===== config.mk =====
export PLATFORM = sky130hd
export DESIGN_NAME = baud_tick_gen
export DESIGN_NICKNAME = d
export VERILOG_FILES = /design/src/rtl/baud_pkg.sv /design/src/rtl/baud_ctrl.sv /design/src/rtl/baud_prescaler.sv /design/src/rtl/baud_postdiv.sv /design/src/rtl/baud_tick_gen.sv
export SDC_FILE = /design/constraint.sdc
export NUM_CORES = 1
export LEC_CHECK = 0
export ABC_AREA = 1
export BUFFER_PORTS_ARGS = -buffer_cell sky130_fd_sc_hd__buf_2
export CAP_MARGIN = 10
export CORE_MARGIN = 3
export CORE_UTILIZATION = 45
export DETAILED_ROUTE_END_ITERATION = 7
export PLACE_DENSITY = 0.61
export SYNTH_ARGS = -nofsm -noshare
export SYNTH_HDL_FRONTEND = slang
export SYNTH_HIERARCHICAL = 1
export SYNTH_SLANG_ARGS = --single-unit

===== constraint.sdc =====
create_clock -name clk -period 2.2 [get_ports clk]
set_clock_uncertainty 0.05 [all_clocks]
set_input_delay 0.44 -clock clk [delete_from_list [all_inputs] [get_ports clk]]
set_output_delay 0.44 -clock clk [all_outputs]
set_load 0.005 [all_outputs]

===== src/rtl/baud_pkg.sv =====
package baud_pkg;

    typedef enum logic [1:0] {
        RATE_ASYNC_LO = 2'd0,
        RATE_ASYNC_HI = 2'd1,
        RATE_SYNC     = 2'd2
    } rate_e;

    typedef enum logic {
        ST_HOLD = 1'b0,
        ST_RUN  = 1'b1
    } gen_state_e;

    localparam int POST_LO   = 64;
    localparam int POST_HI   = 16;
    localparam int POST_SYNC = 4;
    localparam int POST_MAX  = POST_LO;
    localparam int POST_W    = $clog2(POST_MAX);
    localparam int OVERSAMP  = 16;

    function automatic rate_e rate_decode(input logic sync_sel, input logic fast_sel);
        if (sync_sel)
            return RATE_SYNC;
        else if (fast_sel)
            return RATE_ASYNC_HI;
        else
            return RATE_ASYNC_LO;
    endfunction

    function automatic int post_ratio(input rate_e r);
        case (r)
            RATE_ASYNC_LO: return POST_LO;
            RATE_ASYNC_HI: return POST_HI;
            default:       return POST_SYNC;
        endcase
    endfunction

endpackage


===== src/rtl/baud_ctrl.sv =====
module baud_ctrl
    import baud_pkg::*;
#(
    parameter int DIV_W = 8
) (
    input  logic             clk,
    input  logic             rst,
    input  logic             div_wr,
    input  logic [DIV_W-1:0] div_wdata,
    input  logic             sync_mode,
    input  logic             hi_speed,
    output logic             run,
    output logic             restart,
    output logic [DIV_W-1:0] reload_val,
    output logic [DIV_W-1:0] div_q,
    output rate_e            rate_q
);

    gen_state_e state_q, state_d;
    rate_e      rate_in;

    assign rate_in = rate_decode(sync_mode, hi_speed);

    // state register
    always_ff @(posedge clk) begin
        if (rst)
            state_q <= ST_HOLD;
        else
            state_q <= state_d;
    end

    // next state
    always_comb begin
        state_d = state_q;
        unique case (state_q)
            ST_HOLD: state_d = ST_RUN;
            ST_RUN:  state_d = ST_RUN;
            default: state_d = ST_HOLD;
        endcase
    end

    // outputs of the controller
    always_comb begin
        run        = 1'b0;
        restart    = 1'b0;
        reload_val = div_wr ? div_wdata : div_q;
        unique case (state_q)
            ST_HOLD: begin
                run     = 1'b0;
                restart = 1'b1;
            end
            ST_RUN: begin
                run     = 1'b1;
                restart = div_wr || (rate_in != rate_q);
            end
            default: begin
                run     = 1'b0;
                restart = 1'b1;
            end
        endcase
    end

    // divisor register
    always_ff @(posedge clk) begin
        if (rst)
            div_q <= '0;
        else if (div_wr)
            div_q <= div_wdata;
    end

    // registered operating rate, captured on every restart
    always_ff @(posedge clk) begin
        if (rst)
            rate_q <= RATE_ASYNC_LO;
        else if (restart)
            rate_q <= rate_in;
    end

endmodule


===== src/rtl/baud_prescaler.sv =====
module baud_prescaler #(
    parameter int DIV_W = 8
) (
    input  logic             clk,
    input  logic             rst,
    input  logic             run,
    input  logic             restart,
    input  logic [DIV_W-1:0] reload_val,
    input  logic [DIV_W-1:0] div_q,
    output logic             pre_pulse,
    output logic [DIV_W-1:0] cnt_q
);

    logic at_zero;

    assign at_zero = (cnt_q == '0);

    always_ff @(posedge clk) begin
        if (rst)
            cnt_q <= '0;
        else if (restart)
            cnt_q <= reload_val;
        else if (at_zero)
            cnt_q <= div_q;
        else
            cnt_q <= cnt_q - 1'b1;
    end

    always_comb begin
        pre_pulse = run && at_zero;
    end

endmodule


===== src/rtl/baud_postdiv.sv =====
module baud_postdiv
    import baud_pkg::*;
#(
    parameter int PW = POST_W
) (
    input  logic          clk,
    input  logic          rst,
    input  logic          restart,
    input  logic          pre_pulse,
    input  rate_e         rate_q,
    output logic          baud_tick,
    output logic          sample_tick,
    output logic [PW-1:0] pdiv_q
);

    localparam logic [PW-1:0] LAST_LO   = PW'(POST_LO - 1);
    localparam logic [PW-1:0] LAST_HI   = PW'(POST_HI - 1);
    localparam logic [PW-1:0] LAST_SYNC = PW'(POST_SYNC - 1);
    localparam logic [PW-1:0] OVS_MASK  = PW'(POST_LO / OVERSAMP - 1);

    logic [PW-1:0] last;
    logic          wrap;

    always_comb begin
        unique case (rate_q)
            RATE_ASYNC_LO: last = LAST_LO;
            RATE_ASYNC_HI: last = LAST_HI;
            RATE_SYNC:     last = LAST_SYNC;
            default:       last = LAST_SYNC;
        endcase
    end

    assign wrap = pre_pulse && (pdiv_q == last);

    always_ff @(posedge clk) begin
        if (rst || restart)
            pdiv_q <= '0;
        else if (wrap)
            pdiv_q <= '0;
        else if (pre_pulse)
            pdiv_q <= pdiv_q + 1'b1;
    end

    // tick outputs
    always_comb begin
        baud_tick   = wrap;
        sample_tick = 1'b0;
        unique case (rate_q)
            RATE_ASYNC_LO: sample_tick = pre_pulse && ((pdiv_q & OVS_MASK) == OVS_MASK);
            RATE_ASYNC_HI: sample_tick = pre_pulse;
            RATE_SYNC:     sample_tick = 1'b0;
            default:       sample_tick = 1'b0;
        endcase
    end

endmodule


===== src/rtl/baud_tick_gen.sv =====
module baud_tick_gen
    import baud_pkg::*;
#(
    parameter int DIV_W = 8
) (
    input  logic             clk,
    input  logic             rst,
    input  logic             div_wr,
    input  logic [DIV_W-1:0] div_wdata,
    input  logic             sync_mode,
    input  logic             hi_speed,
    output logic             baud_tick,
    output logic             sample_tick
);

    logic              run;
    logic              restart;
    logic [DIV_W-1:0]  reload_val;
    logic [DIV_W-1:0]  div_q;
    logic [DIV_W-1:0]  cnt_q;
    logic              pre_pulse;
    logic [POST_W-1:0] pdiv_q;
    rate_e             rate_q;

    baud_ctrl #(.DIV_W(DIV_W)) u_ctrl (
        .clk        (clk),
        .rst        (rst),
        .div_wr     (div_wr),
        .div_wdata  (div_wdata),
        .sync_mode  (sync_mode),
        .hi_speed   (hi_speed),
        .run        (run),
        .restart    (restart),
        .reload_val (reload_val),
        .div_q      (div_q),
        .rate_q     (rate_q)
    );

    baud_prescaler #(.DIV_W(DIV_W)) u_pre (
        .clk        (clk),
        .rst        (rst),
        .run        (run),
        .restart    (restart),
        .reload_val (reload_val),
        .div_q      (div_q),
        .pre_pulse  (pre_pulse),
        .cnt_q      (cnt_q)
    );

    baud_postdiv #(.PW(POST_W)) u_post (
        .clk         (clk),
        .rst         (rst),
        .restart     (restart),
        .pre_pulse   (pre_pulse),
        .rate_q      (rate_q),
        .baud_tick   (baud_tick),
        .sample_tick (sample_tick),
        .pdiv_q      (pdiv_q)
    );

endmodule


==> results.ini, run 1 <==
[outcome]
run_status = finished clean

[cts]
clock-sinks = 25
max-clock-path-buffers = 2
tritoncts_clock_tree = built
numCtsBuffers = 3
clk_pin_slew_worst_paths_ns = 0.12
clock_tree.root_cell = clkbuf_4
clock_insertion_delay_worst_skew_ns = 0.31
htree_levels = 1

[layout]
most_frequent_cells_in_the_layout = nand2_1, nor2_1, inv_1, dfxtp_1
stdcell_count = 277
syn2layout_area_growth_pct = 20.38
commonest_non_fill_non_tap_cell_in_the_layout = nand2_1
fillers = 285
num_antenna_cells = 0
final_layout_size_suffix_gt1_share_pct = 26.83
nets = 263
finish.utilization_pct = 59.08

[setup_path]
worstSetupStartpointType = flip-flop
timing_worst_setup_path_type = reg -> out
required_ns = 1.71
worst-endpoint-arrival_ns = 1.65
critPathCaptureType = output port
worstPathMaxFanout = 2

[placement]
placement.setup.worst_slack_ns = 0.09798
place.port_buffers = 14
place_inst = 260
gpl.final_weighted_congestion = 0.9065
detailed_place_hpwl_um = 2236

[power]
power_dens_cells_nw_per_um2 = 567.2
p_leak_nw = 0.8369
irDropWorstVdd_v = 0.0003408

[yosys]
synth-compound-area-share_pct = 10.46
synthesis.instances = 217
area_share_of_xor_xnor_cells_in_the_synthesized_design_pct = 2.502
synth-simple-area-share_pct = 37.80
synth_area_per_cell_um2 = 6.452
main_combinational_cell_family_by_area_after_synthesis = simple AND/OR/NAND/NOR gates
synth_ff_type = dfxtp_1
async_reset_ff_share_pct = 0
synth.yosys.seq_area_share_pct = 35.75
synth_area_um2 = 1400
synth_warnings = 6
yosysUniqueCellTypes = 23
synth-seq-cells = 25
synth-adder-area-share_pct = 2.681
synth.net_count = 233
synth_mux_area_share_pct = 0.7149
synth_enable_flop_cells = 0

[floorplan]
die_area_um2 = 3817
io-pin-count = 15
design.core.area_um2 = 2853
die_h_um = 61.78
initial_utilization_pct = 49.08
rows = 19
die_x_um = 61.78

[sta]
post-route-period-util_pct = 97.28
hold_viol_final = 0
relSlewSlack_pct = 76.99
grt_setup_unrepaired = yes
timing.final.crit_period_ns = 2.140
max_slew_violation_total_from_the_final_report = 0
worst_slack_ns = 0.05980
worstMarginPinSlew_ns = 0.3452
max_freq_mhz = 467.2
timing.final.setup_violations = 0
tns_ns = 0

[routing]
routed_wl_um = 2984
remaining_drc_errors = 0
route.detailed.wl_per_inst_um = 10.77
met3_wirelength_um = 147
via_count = 1367
highest_signal_layer = met4
dr.first_iter.drc_count = 94
postRouteAntennaNets = 0
drt_pre_antenna_iters = 4
drt-vias-per-instance = 4.935
drt-met1-wl_um = 1515
met2RoutedLength_um = 1291

[global_route]
vias_in_the_first_global_route = 1189
global_route.usage.total_pct = 18.07
antenna_found_initial = 0
grt_pass1_wl_um = 5147
grt_max_degree = 21
grt_overflow = 0

[min_path]
timing.hold.worst.class = in -> reg

[run]
max-cap-violations = 0

-- Yosys cell counts (3+ instances only) --
master	instances	area share [%]
o21ai_1	7	2.5
xnor2_1	3	1.9
a21oi_1	16	5.7
nor2_1	32	8.6
dfxtp_1	25	36
nand3_1	10	3.6
o21ai_0	3	1.1
nor2_2	6	2.7
ha_1	3	2.7
inv_1	26	7.0
nor2_4	3	2.4
nand2_1	65	17
nand2_2	6	2.7
-- area by class of cell --
type | instances | area, um2 | share of cell area, %
Clock buffer | 4 | 26.28 | 1.559
Inverter | 29 | 116.4 | 6.904
Multi-Input combinational cell | 159 | 809.5 | 48.03
Sequential cell | 25 | 511.7 | 30.36
Tap cell | 31 | 38.79 | 2.301
Timing Repair Buffer | 29 | 182.7 | 10.84
-- logic make-up after synthesis --
logic type	Yosys count
AO/OA/AOI/OAI	28
adder cells (fa/ha/maj)	3
buffers and inverters	33
AND/OR/NAND/NOR	123
multiplexers	1
flip-flops	25
XOR/XNOR	4
-- per-stage QoR --
stage	power (mW)	instance area [um2]	hold WS (ns)
6_report	0.9560	1685	0.3340
3_5_place_dp	0.7164	1499	0.4321
4_1_cts	0.9521	1643	0.3200
2_1_floorplan	0.6651	1400	0.4066
3_3_place_gp	0.7110	1499	0.4215
5_1_grt	1.031	1685	0.3152
-- state kept, by name, indices dropped and copies added, names as in the netlist --
name            cells
u_post/pdiv_q       6
u_ctrl/div_q        8
u_ctrl/rate_q       2
u_ctrl/state_q      1
u_pre/cnt_q         8
-- worst max-delay path, stage by stage, from the launching register on --
cell,delay [ns]
dfxtp_2,0.34
inv_2,0.07
ha_4,0.16
nand3_4,0.07
nor2_4,0.12
inv_2,0.06
nor2_4,0.08
nand2_2,0.07
inv_2,0.05
nand2_2,0.04
nor2_2,0.07
nand2_1,0.07
inv_1,0.05
buf_2,0.10
-- path summary, 6_finish.rpt --
path	startpoint	to	slack [ns]	depth (start not counted)
max	u_pre/cnt_q[0]	baud_tick	0.06	13
min	hi_speed	u_ctrl/rate_q[0]	0.33	3
max reg2reg	u_pre/cnt_q[0]	u_post/pdiv_q[1]	0.56	14
min reg2reg	u_ctrl/div_q[6]	u_ctrl/div_q[6]	0.44	2
-- timing repair --
| action | 4_1_cts | 5_1_grt |
|---|---|---|
| resized for setup | 15 | 6 |
| hold buffers | 0 | 0 |
| setup buffers | 9 | 4 |
| pin swaps | 6 | 7 |
| endpoints found under the setup margin | 2 | 2 |
-- per-layer routing --
layer / vias to the layer above / GRT usage, %
met5: - / 0
met3: 4 / 2.479
met2: 37 / 25.41
met1: 603 / 27.62
met4: 0 / 6.970
li1: 723 / -
-- power breakdown --
part | switching, mW | internal [mW] | total (mW)
combinational | 0.152 | 0.115 | 0.267
sequential | 0.0189 | 0.475 | 0.494
clock | 0.124 | 0.0708 | 0.195
total | 0.295 | 0.661 | 0.956
No activity file was read; power rests on OpenSTA's default activity.
==> inputs of run 2 (changes only) <==
CORE_UTILIZATION = 50   (was 45)
PLACE_DENSITY = 0.67   (was 0.61)
==> run 2 against run 1 <==
Effect of this change: the run now ends with negative setup slack left; critical path type unchanged; largest cell class unchanged; sequential share of layout area is 0.42 points higher; wire length is 1.9% lower; critical endpoint unchanged; die area is 9.1% lower.
==> results.ini, run 2 (same netlist as run 1, synthesis figures left out) <==
[outcome]
run_status = finished with violations
failed_checks = negative setup slack

[floorplan]
die_area_um2 = 3471  ; -9.1%
rows = 18  ; -1
die_x_um = 58.92  ; -4.6%
design.core.area_um2 = 2567  ; -10%
io-pin-count = 15  ; unchanged
die_h_um = 58.92  ; -4.6%
initial_utilization_pct = 54.53  ; +5.5 points

[layout]
nets = 260  ; -1.1%
reg.largest.list = u_ctrl/div_q x8, u_pre/cnt_q x8, u_post/pdiv_q x6
syn2layout_area_growth_pct = 18.14
final_layout_size_suffix_gt1_share_pct = 25.10  ; -1.7 points
most_frequent_cells_in_the_layout = nand2_1, nor2_1, inv_1, dfxtp_1, a21oi_1
num_antenna_cells = 0  ; unchanged
post-route-cell-area_um2 = 1654  ; -1.9%
commonest_non_fill_non_tap_cell_in_the_layout = nand2_1
finish.utilization_pct = 64.43  ; +5.3 points

[sta]
worstMarginPinSlew_ns = 0.3347  ; -0.01045 ns
hold_viol_final = 0  ; unchanged
max_freq_mhz = 453.8  ; -2.9%
max_slew_violation_total_from_the_final_report = 0  ; unchanged
tns_ns = -0.003403  ; -0.003403 ns
post-route-period-util_pct = 100.2  ; +2.9 points
grt_setup_unrepaired = yes
relSlewSlack_pct = 77.69  ; +0.70 points
timing.final.crit_period_ns = 2.203  ; +0.06320 ns
worst_slack_ns = -0.003403  ; -0.06320 ns
timing.final.setup_violations = 1  ; +1

[setup_path]
worstSetupStartpointType = flip-flop
worstPathMaxFanout = 3  ; +1
critPathCaptureType = output port
reg2reg_setup_slack_ns = 0.58  ; +0.02 ns
regToRegEndpoint = u_post/pdiv_q[5]
timing.rr.start = u_pre/cnt_q[0]
worst-endpoint-arrival_ns = 1.71  ; +0.06 ns
reg2regPathDepth = 13  ; -1
required_ns = 1.71  ; about the same
timing_worst_setup_path_type = reg -> out

[routing]
postRouteAntennaNets = 0  ; unchanged
remaining_drc_errors = 0  ; unchanged
via_count = 1344  ; -1.7%
drt-vias-per-instance = 4.923  ; -0.24%
dr.first_iter.drc_count = 65  ; -31%
route.detailed.wl_per_inst_um = 10.72  ; -0.47%
routed_wl_um = 2927  ; -1.9%
drt_pre_antenna_iters = 4  ; unchanged

[run]
max-cap-violations = 0  ; unchanged

[power]
p_total_uw = 954.3  ; -0.18%
p_leak_nw = 0.8259  ; -1.3%
irDropWorstVdd_v = 0.0004156  ; +22%
power_dens_cells_nw_per_um2 = 576.9  ; +1.7%

[cts]
numCtsBuffers = 3  ; unchanged
max-clock-path-buffers = 2  ; unchanged
clock_insertion_delay_worst_skew_ns = 0.31  ; about the same
clock-sinks = 25  ; unchanged
tritoncts_clock_tree = built
clock_tree.root_cell = clkbuf_4
clk_pin_slew_worst_paths_ns = 0.13  ; about the same
htree_levels = 1  ; unchanged

[placement]
placement.setup.worst_slack_ns = 0.09414  ; -0.003840 ns
gpl.final_weighted_congestion = 0.8854  ; -2.3%
dpl_cell_area_um2 = 1498  ; about the same
detailed_place_hpwl_um = 2175  ; -2.7%
place.port_buffers = 14  ; unchanged

[min_path]
timing.hold.worst_path_depth = 3  ; unchanged
timing.hold.worst.class = in -> reg
hold_path_end = u_ctrl/div_q[5]
startpoint_of_the_tightest_hold_check_path = div_wdata[5]

[global_route]
grt_pass1_wl_um = 5119  ; -0.54%
grt_max_degree = 21  ; unchanged
vias_in_the_first_global_route = 1190  ; +0.084%
antenna_found_initial = 0  ; unchanged
global_route.usage.total_pct = 18.99  ; +0.92 points
grt_overflow = 0  ; unchanged

-- run 2: cell types whose count changed in the layout (fill, tap and decap cells not counted), sizes merged --
cell / before / now
clkinv: 0 / 1
clkbuf: 4 / 3
buf: 29 / 26
-- run 2: what timing repair did --
action                                  in CTS  in global routing
endpoints found under the hold margin        0                  0
hold buffers                                 0                  0
buffers inserted                             7                  3
endpoints found under the setup margin       2                  2
pin swaps                                    3                  3
resized for setup                           13                  5
-- run 2: worst max-delay path: stages (launching register included) --
cell,delay (ns)
dfxtp_2,0.36
inv_4,0.07
ha_4,0.15
nand3_4,0.08
nor2_4,0.13
inv_2,0.06
nor2_4,0.09
nand2_2,0.06
inv_2,0.04
nand2_1,0.04
nor2_1,0.07
nand2_1,0.08
inv_1,0.07
buf_2,0.11
-- run 2: through the flow --
| stage | hold WS, ns | instances |
|---|---|---|
| after floorplan | 0.4066 | 217 |
| after global placement | 0.4194 | 259 |
| after detailed placement | 0.4261 | 259 |
| after CTS | 0.3117 | 270 |
| after global routing | 0.3164 | 273 |
| final | 0.3298 | 273 |
-- run 2: routing by layer --
layer / routed length, um / global-route usage (%) / part of all wire, % / vias up
li1: - / - / - / 712
met1: 1441 / 27.02 / 49 / 601
met2: 1337 / 29.50 / 46 / 27
met3: 119 / 2.851 / 4.1 / 4
met4: 29 / 5.825 / 0.99 / 0
met5: 0 / 0 / 0 / -
-- run 2: how the worst max path moves through the flow --
stage / from / endpoint / slack, ns / cells past startpoint
5_1_grt: u_pre/cnt_q[0] / baud_tick / -0.11 / 13
2_1_floorplan: u_pre/cnt_q[0] / baud_tick / 0.15 / 12
4_1_cts: u_pre/cnt_q[3] / baud_tick / 0.009 / 12
3_5_place_dp: u_pre/cnt_q[0] / baud_tick / 0.09 / 13
3_3_place_gp: u_pre/cnt_q[0] / baud_tick / 0.17 / 13
6_report: u_pre/cnt_q[0] / baud_tick / -0.003 / 13
-- run 2: final cells by class --
class	count	area, um2
sequential	25	509.2
clock buffer	3	22.52
clock inverter	1	5.005
inverter	29	118.9
timing repair buffer	26	160.2
multi-input combinational	159	800.8
fill	236	913.4
tap	30	37.54
-- run 2: where the power goes --
| group | internal, mW | leakage [nW] | switching (mW) |
|---|---|---|---|
| Clock | 0.0679 | 0.0177 | 0.131 |
| Sequential | 0.476 | 0.207 | 0.0187 |
| Combinational | 0.110 | 0.601 | 0.151 |
==> inputs of run 3 (changes only) <==
clock period = 2.74 ns   (was 2.2 ns; I/O delays follow)
==> run 3 against run 2 <==
Effect of this change: the flow now finishes without violations; worst setup slack better by 0.21 ns; non-clock buffer count shrank 11; count of clock-buffer cells in the layout grew 1; cell area fell by 8.2%; via count down 5.6%; utilization shrank 5.3 points; flip-flop and latch count unchanged; combinational power fell by 34%; sequential share of layout area is 2.2 points higher; total power decreased by 23%.
==> results.ini, run 3 (same netlist as run 1, synthesis figures left out) <==
[layout]
nets = 249  ; -4.2%
most_frequent_cells_in_the_layout = nand2_1, nor2_1, inv_1, dfxtp_1, a21oi_1
final_layout_size_suffix_gt1_share_pct = 16.81  ; -8.3 points
commonest_non_fill_non_tap_cell_in_the_layout = nand2_1
reg.largest.list = u_ctrl/div_q x8, u_pre/cnt_q x8, u_post/pdiv_q x6
num_antenna_cells = 0  ; unchanged
syn2layout_area_growth_pct = 8.490
stdcell_count = 262  ; -4.0%

[routing]
routed_wl_um = 2873  ; -1.8%
drt-vias-per-instance = 4.844  ; -1.6%
met2RoutedLength_um = 1196  ; -11%
postRouteAntennaNets = 0  ; unchanged
met3_wirelength_um = 99  ; -17%
remaining_drc_errors = 0  ; unchanged
highest_signal_layer = met4
via_count = 1269  ; -5.6%
dr.first_iter.drc_count = 81  ; +25%
drt-met1-wl_um = 1562  ; +8.4%
drt_pre_antenna_iters = 4  ; unchanged
route.detailed.wl_per_inst_um = 10.97  ; +2.3%

[cts]
clock-sinks = 25  ; unchanged
clk_pin_slew_worst_paths_ns = 0.13  ; about the same
clock_tree.root_cell = clkbuf_4
tritoncts_clock_tree = built
cts.repair.resized = 0  ; -13
numCtsBuffers = 3  ; unchanged
htree_levels = 1  ; unchanged
clock_insertion_delay_worst_skew_ns = 0.31  ; about the same
cts-hold-fix-buffers = 0  ; unchanged
cts.repair_timing.setup_buffer_count = 0  ; -7
max-clock-path-buffers = 2  ; unchanged

[sta]
tns_ns = 0  ; +0.003403 ns
max_freq_mhz = 394.9
hold_viol_final = 0  ; unchanged
max_slew_violation_total_from_the_final_report = 0  ; unchanged
relSlewSlack_pct = 75.47  ; -2.2 points
grt_setup_unrepaired = no
timing.final.setup_violations = 0  ; -1
timing.final.crit_period_ns = 2.532
worstMarginPinSlew_ns = 0.3671  ; +0.03238 ns
post-route-period-util_pct = 92.42

[global_route]
global_route.usage.total_pct = 19.06  ; +0.071 points
grt_max_degree = 21  ; unchanged
grt_pass1_wl_um = 5112  ; -0.14%
antenna_found_initial = 0  ; unchanged
vias_in_the_first_global_route = 1196  ; +0.50%
grt_overflow = 0  ; unchanged

[power]
power.clock.fraction_pct = 22.3  ; +1.5 points
power.internal_uw = 502.1  ; -23%
p_leak_nw = 0.7635  ; -7.6%
power_dens_cells_nw_per_um2 = 482.4  ; -16%
power.share.combinational_pct = 23.6  ; -3.8 points
seq_power_share_pct = 54.1  ; +2.3 points
p_sw_uw = 230.7  ; -23%
irDropWorstVdd_v = 0.0003032  ; -27%
p_total_uw = 732.8  ; -23%
swShare_pct = 31.48  ; about the same

[setup_path]
required_ns = 2.14  ; +0.43 ns
cp_common_cell = inv_1
critical_path.cell_chain = inv_1, ha_1, nand3_1, nor2_2, inv_2, nor2_2, nand2_2, inv_1, nand2_1, nor2_1, nand2_1, inv_1, buf_2
reg2reg_setup_slack_ns = 0.94  ; +0.36 ns
cpLargestDelayFamily = simple AND/OR/NAND/NOR gates
worstSetupStartpointType = flip-flop
timing.critical_path.buf_inv = 5  ; unchanged
critPathSlowestCell = dfxtp_1
timing_worst_setup_path_type = reg -> out
worstPathMaxFanout = 4  ; +1
crit_path_max_incr_delay_ns = 0.35  ; about the same
critPathCaptureType = output port
worst-endpoint-arrival_ns = 1.93  ; +0.22 ns

[floorplan]
die_x_um = 58.92  ; unchanged
io-pin-count = 15  ; unchanged
die_h_um = 58.92  ; unchanged
initial_utilization_pct = 54.53  ; unchanged
design.core.area_um2 = 2567  ; unchanged
rows = 18  ; unchanged
die_area_um2 = 3471  ; unchanged

[run]
max-cap-violations = 0  ; unchanged

[placement]
place_inst = 258  ; -0.39%
place.port_buffers = 14  ; unchanged
detailed_place_hpwl_um = 2235  ; +2.7%
gpl.final_weighted_congestion = 0.9132  ; +3.1%

[min_path]
timing.hold.worst.class = in -> reg

[outcome]
run_status = finished clean

==> run 3: path summary, 6_finish.rpt <==
check / startpoint / end / cells past startpoint
worst max-delay path: u_pre/cnt_q[0] / baud_tick / 13
worst min-delay path: hi_speed / u_ctrl/rate_q[0] / 3
worst max register to register: u_pre/cnt_q[0] / u_post/pdiv_q[5] / 13
worst min register to register: u_ctrl/div_q[6] / u_ctrl/div_q[6] / 2
==> run 3: per-stage QoR <==
stage / utilization [%] / area, um2 / setup WS (ns) / hold slack (ns)
after floorplan: - / 1400 / 0.5859 / 0.4066
after global placement: 58.04 / 1490 / 0.5968 / 0.4168
after detailed placement: 58.04 / 1490 / 0.5232 / 0.4283
after CTS: 59.06 / 1516 / 0.1487 / 0.4067
after global routing: 59.16 / 1519 / 0.02419 / 0.4341
final: 59.16 / 1519 / 0.2078 / 0.4196
==> run 3: power groups by stage <==
| stage | Sequential (mW) | Clock (mW) | Combinational (mW) |
|---|---|---|---|
| floorplan | 0.401 | 0 | 0.133 |
| global placement | 0.404 | 0 | 0.164 |
| detailed placement | 0.405 | 0 | 0.170 |
| CTS | 0.397 | 0.170 | 0.171 |
| global route | 0.400 | 0.180 | 0.199 |
| finish | 0.397 | 0.164 | 0.173 |
==> run 3: layout make-up <==
class                      instances  area, um2
clock buffer                       4      26.28
fill                             268       1049
inverter                          29      116.4
multi-input combinational        159      760.7
sequential                        25      500.5
tap                               30      37.54
timing repair buffer              15      77.57
==> run 3: per-layer routing <==
metal  vias up  global-route usage, %
li1        694                      -
met1       550                  29.01
met2        23                  27.29
met3         2                  2.193
met4         0                  7.120
met5         -                      0
==> run 3: worst register-to-register path: stages, from the launching register on <==
cell and delay, ns:
dfxtp_1 0.35, inv_1 0.10, ha_1 0.20, nand3_1 0.11
nor2_2 0.16, inv_2 0.07, nor2_2 0.11, buf_4 0.15
nand2_1 0.06, nor2_2 0.14, nand2_1 0.08, nand2_1 0.06
nand2_1 0.05, nor2_1 0.08
